--- config.mk ---
export PLATFORM = sky130hd
export DESIGN_NAME = casc_cmp_timer
export DESIGN_NICKNAME = d
export VERILOG_FILES = /design/src/rtl/casc_tmr_pkg.sv /design/src/rtl/tmr_seg.sv /design/src/rtl/tmr_outreg.sv /design/src/rtl/casc_cmp_timer.sv
export SDC_FILE = /design/constraint.sdc
export NUM_CORES = 1
export LEC_CHECK = 0
export ABC_CLOCK_PERIOD_IN_PS = 1790
export BUFFER_PORTS_ARGS = -buffer_cell sky130_fd_sc_hd__buf_2
export CORE_UTILIZATION = 42
export CTS_CLUSTER_DIAMETER = 50
export CTS_CLUSTER_SIZE = 40
export DETAILED_ROUTE_END_ITERATION = 6
export HOLD_SLACK_MARGIN = 0.03
export PLACE_DENSITY = 0.62
export RECOVER_POWER = 100
export SYNTH_ARGS = -nofsm -noshare
export SYNTH_HDL_FRONTEND = slang
export SYNTH_SLANG_ARGS = --single-unit
--- constraint.sdc ---
create_clock -name clk -period 1.79 [get_ports clk]
set_input_delay 0.358 -clock clk [delete_from_list [all_inputs] [get_ports clk]]
set_output_delay 0.358 -clock clk [all_outputs]
set_load 0.01 [all_outputs]
--- src/rtl/casc_tmr_pkg.sv ---
package casc_tmr_pkg;

    localparam int unsigned TMR_SEG_W = 8;
    localparam int unsigned TMR_N_SEG = 2;

    typedef struct packed {
        logic lo_hit;
        logic coinc;
    } tmr_evt_t;

    function automatic tmr_evt_t tmr_make_evt(input logic lo_hit, input logic all_hit);
        tmr_evt_t e;
        e.lo_hit = lo_hit;
        e.coinc  = all_hit;
        return e;
    endfunction

endpackage

--- src/rtl/tmr_seg.sv ---
module tmr_seg #(
    parameter int unsigned W = 8
) (
    input  logic         clk,
    input  logic         rst,
    input  logic         run,
    input  logic         step,
    input  logic         clear,
    input  logic [W-1:0] cmp,
    output logic [W-1:0] cnt,
    output logic         eq
);

    always_ff @(posedge clk) begin
        if (rst || clear || !run) begin
            cnt <= '0;
        end else if (step) begin
            cnt <= cnt + W'(1);
        end
    end

    assign eq = (cnt == cmp);

    AST_SEG_HOLD: assert property (@(posedge clk) disable iff (rst)
        (run && !step && !clear) |=> (cnt == $past(cnt)));

endmodule

--- src/rtl/tmr_outreg.sv ---
module tmr_outreg
    import casc_tmr_pkg::*;
(
    input  logic     clk,
    input  logic     rst,
    input  logic     toggle_en,
    input  tmr_evt_t evt,
    output logic     lo_match,
    output logic     lo_irq,
    output logic     period_irq,
    output logic     tmr_out
);

    always_ff @(posedge clk) begin
        if (rst) begin
            lo_match   <= 1'b0;
            lo_irq     <= 1'b0;
            period_irq <= 1'b0;
            tmr_out    <= 1'b0;
        end else begin
            lo_match   <= evt.lo_hit;
            lo_irq     <= evt.lo_hit;
            period_irq <= evt.coinc;
            if (evt.coinc && toggle_en) begin
                tmr_out <= ~tmr_out;
            end
        end
    end

    AST_IRQ_ON_COINC: assert property (@(posedge clk) disable iff (rst)
        evt.coinc |=> period_irq);

    AST_OUT_FLIP: assert property (@(posedge clk) disable iff (rst)
        (evt.coinc && toggle_en) |=> (tmr_out != $past(tmr_out)));

    AST_OUT_HOLD: assert property (@(posedge clk) disable iff (rst)
        !(evt.coinc && toggle_en) |=> $stable(tmr_out));

endmodule

--- src/rtl/casc_cmp_timer.sv ---
module casc_cmp_timer
    import casc_tmr_pkg::*;
#(
    parameter int unsigned SEG_W = TMR_SEG_W
) (
    input  logic             clk,
    input  logic             rst,
    input  logic             tick_en,
    input  logic             run,
    input  logic [SEG_W-1:0] cmp_lo,
    input  logic [SEG_W-1:0] cmp_hi,
    input  logic             toggle_en,
    output logic             lo_match,
    output logic             lo_irq,
    output logic             period_irq,
    output logic             tmr_out
);

    localparam int unsigned N_SEG = TMR_N_SEG;

    logic [SEG_W-1:0] cmp_arr [N_SEG];
    logic [SEG_W-1:0] cnt_arr [N_SEG];
    logic [N_SEG-1:0] eq_v;
    logic [N_SEG-1:0] hit_v;
    logic [N_SEG-1:0] step_v;
    logic             coinc;
    tmr_evt_t         evt;

    assign cmp_arr[0]         = cmp_lo;
    assign cmp_arr[N_SEG-1]   = cmp_hi;

    generate
        for (genvar g = 0; g < N_SEG; g++) begin : g_seg
            if (g == 0) begin : g_first
                assign step_v[g] = tick_en;
            end else begin : g_chain
                logic below_full;
                always_comb begin
                    below_full = 1'b1;
                    for (int k = 0; k < g; k++) begin
                        below_full = below_full & (&cnt_arr[k]);
                    end
                end
                assign step_v[g] = tick_en & below_full;
            end

            assign hit_v[g] = run & tick_en & eq_v[g];

            tmr_seg #(.W(SEG_W)) u_seg (
                .clk   (clk),
                .rst   (rst),
                .run   (run),
                .step  (step_v[g]),
                .clear (coinc),
                .cmp   (cmp_arr[g]),
                .cnt   (cnt_arr[g]),
                .eq    (eq_v[g])
            );
        end
    endgenerate

    assign coinc = &hit_v;
    assign evt   = tmr_make_evt(hit_v[0], coinc);

    tmr_outreg u_out (
        .clk        (clk),
        .rst        (rst),
        .toggle_en  (toggle_en),
        .evt        (evt),
        .lo_match   (lo_match),
        .lo_irq     (lo_irq),
        .period_irq (period_irq),
        .tmr_out    (tmr_out)
    );

    logic [SEG_W-1:0] cnt_lo_w;
    logic [SEG_W-1:0] cnt_hi_w;
    assign cnt_lo_w = cnt_arr[0];
    assign cnt_hi_w = cnt_arr[N_SEG-1];

    AST_LO_NO_CLEAR: assert property (@(posedge clk) disable iff (rst)
        (hit_v[0] && !coinc) |=> (cnt_lo_w == SEG_W'($past(cnt_lo_w) + SEG_W'(1))));

    AST_HI_ONLY_ON_WRAP: assert property (@(posedge clk) disable iff (rst)
        (run && !coinc && !(tick_en && (&cnt_lo_w))) |=> (cnt_hi_w == $past(cnt_hi_w)));

    AST_COINC_CLEAR: assert property (@(posedge clk) disable iff (rst)
        coinc |=> (cnt_lo_w == '0 && cnt_hi_w == '0));

    AST_IDLE_ZERO: assert property (@(posedge clk) disable iff (rst)
        !run |=> (cnt_lo_w == '0 && cnt_hi_w == '0 && !lo_match && !period_irq));

endmodule

==> run metrics <==
status complete, no violations; gpl congestion 0.7472; worst path required time 2000 ps; worst min-delay path class in2reg; I/O Buffers 24; Tightest Pin Transition 304.5 ps; flip-flop and latch area 380.4 µm²; crit-path max cell delay 440 ps; adder-cell area share of the yosys netlist 0.02525; post-place instance area 1120 µm²; CP Data Arrival Time 1730 ps; Clk pwr share 0.308; pin count of the biggest net entering global routing 17; Setup CP Type reg2reg; Final ANT Viol Nets 0; All-Layer GR Usage 0.1619; CP startpoint kind flop; Seq/Total Area, Yosys 0.3838; Final HPWL DP 1416 µm; Clock Sinks 19; Synth Area in Simple Gates 0.2399; global route total overflow 0; EDFF count, synth 0; fraction of layout instances using a drive strength above 1 0.2296; Mapped Cells 110; Final Cycle Share 0.8511; critical path's slowest cell dfxtp_1; DR iter-0 viols 15; clock slew at reported path FFs 110 ps; Die Y 50.58 µm; Post-CTS Setup Bufs 0; I/O pins 25; Syn Nets 133; initial core utilization 0.4480; crit-path cells ha_1 -> nand2_1 -> nor3_1 -> nand3_1 -> xor2_1 -> nor2_1; fill count 227; largest fanout on the critical path 5; Comb power frac 0.090; Avg Inst Size Synth 9.009 µm²; top cells by area, synth dfxtp_1 (38%), xnor2_1 (19%), xor2_1 (8.0%); final setup vio count 0; total vias in the final route 794; routed wl met3 72 µm; Cell variety after synth 22; CTS tree done; Worst-Skew Late Latency 300 ps; Synth Area in XOR/XNOR 0.2652; Syn-to-layout area delta 15.78%; Main synth FF type dfxtp_1; Cells after DPL 159; Net Switching 0.1662 mW; pwr dens 618.0 nW/µm²; fmax 656.4 MHz; Top Metal Used met4; WL met2 810 µm; routed vias/inst 4.871; sequential share of power 0.602; Final min period 1523 ps; final net count 159; Syn. warnings 0; Max Cap Violations 0; reg-to-reg setup timing slack 270 ps; RSZ-0062 raised after global routing no; first-pass GRT wire length 3118 µm; row count 17; initial antenna violation count 0; largest family of logic cells by synthesized area XOR/XNOR gates; core area 2212 µm²; vias in the first global route 720; Root Driver clkbuf_4; routed length per instance 10.95 µm; crit end category flop; Inserted Diodes 0; Pre-antenna DRT Iters 4; Synth Area in Compound Gates 0.03157; Final Non-Filler Cells 163; post-synthesis mux area share 0.02020; setup TNS 0 ps; Clock Tree Buf Depth 2; internal power 0.5429 mW; drt total wl 1785 µm; pins over their slew limit 0; Die X 50.58 µm; die area 2558 µm²; Mapped Area 991.0 µm²; Peak VDD IR 309.4 µV; Metal-1 WL 863 µm; Final Cell Area 1147 µm²; clk_skew 7.864 ps; Max transition margin 0.7955; TritonCTS buffer count 3; Hold Vio Cnt, Final 0; multi-input logic area 581.8 µm²; CTS H-tree depth 1; fraction of registers with async set/reset 0; most frequent cell after synthesis xnor2_1; Sw Share 0.2344; Yosys top cell by area dfxtp_1; Commonest cells post-synth xnor2_1 (21), nor2_1 (20), dfxtp_1 (19); drt drc 0; Yosys top cell area share 0.3838; synthesized flop and latch total 19; leakage power 0.4054 nW
## power groups by stage
| stage | Sequential (mW) | Clock (mW) | Combinational, mW |
|---|---|---|---|
| after floorplan | 0.436 | 0 | 0.0378 |
| after global placement | 0.436 | 0 | 0.0632 |
| after detailed placement | 0.436 | 0 | 0.0647 |
| after CTS | 0.427 | 0.223 | 0.0651 |
| after global routing | 0.427 | 0.245 | 0.0707 |
| final | 0.427 | 0.218 | 0.0642 |
## layout make-up
class / instances / share of cell area
multi-input combinational: 86 / 0.5071
tap: 28 / 0.03053
sequential: 19 / 0.3315
inverter: 2 / 0.006543
timing repair buffer: 24 / 0.1003
clock inverter: 1 / 0.004362
clock buffer: 3 / 0.01963
## flip-flops by register name, summed over array words and instances, names as in the netlist
| register | count |
|---|---|
| g_seg.u_seg.cnt | 16 |
| u_out.lo_match | 1 |
| u_out.period_irq | 1 |
| u_out.tmr_out | 1 |
## layout by cell type, fill, tap and decap left out
master / count
xnor2_1: 21
nor2_1: 20
buf_2: 20
dfxtp_1: 19
nand2_1: 9
xor2_1: 9
nand4_1: 8
clkbuf_1: 4
nand3_1: 3
clkbuf_4: 3
nor3_2: 2
inv_1: 2
mux2i_1: 2
and3_2: 2
ha_1: 2
nand3_2: 1
a211o_4: 1
nor3_1: 1
and3_1: 1
a31o_2: 1
a21oi_1: 1
nor4_1: 1
and2_1: 1
clkinv_2: 1
## kinds of logic (layout without fill, tap and decap cells)
kind of cell	Yosys count	after routing
buffers and inverters	5	30
muxes	2	2
xor gates and xnor gates	30	30
adders and majority gates	2	2
and+or+nand+nor	49	49
AOI/OAI and AO/OA	3	3
DFF	19	19
## final timing paths
path                                       from                            endpoint  cells past startpoint
min                                         rst         u_out.period_irq$_SDFF_PP0_                      2
max          g_seg[0].u_seg.cnt[0]$_SDFFE_PP0P_  g_seg[1].u_seg.cnt[6]$_SDFFE_PP0P_                      6
max reg2reg  g_seg[0].u_seg.cnt[0]$_SDFFE_PP0P_  g_seg[1].u_seg.cnt[6]$_SDFFE_PP0P_                      6
min reg2reg          u_out.tmr_out$_SDFFE_PP0P_          u_out.tmr_out$_SDFFE_PP0P_                      3
## per-layer routing
metal  global-route usage  vias to the layer above
met4              0.09722                        0
met1               0.2026                      356
li1                     -                      418
met3              0.03030                        5
met2               0.2556                       15
met5                    0                        -
## per-stage QoR
stage / setup WS (ps) / util / power [mW] / hold WS, ps
after floorplan: 373.6 / - / 0.4736 / 427.1
after global placement: 197.1 / 0.5062 / 0.4995 / 515.3
after detailed placement: 135.4 / 0.5062 / 0.5009 / 530.7
after CTS: 152.2 / 0.5187 / 0.7147 / 251.4
after global routing: 103.0 / 0.5187 / 0.7434 / 243.0
final: 266.5 / 0.5187 / 0.7091 / 252.8
## critical path, delay by kind of cell (launching register included)
family        cells  cell delay (ps)
simple gates      4              630
flops             1              440
fa+ha+maj         1              230
xor+xnor          1              150
## timing repair
| item | CTS | global route |
|---|---|---|
| hold buffers | 0 | 0 |
| resized for setup | 0 | 1 |
| setup endpoints to repair | 0 | 2 |
No activity file was read; power rests on OpenSTA's default activity.
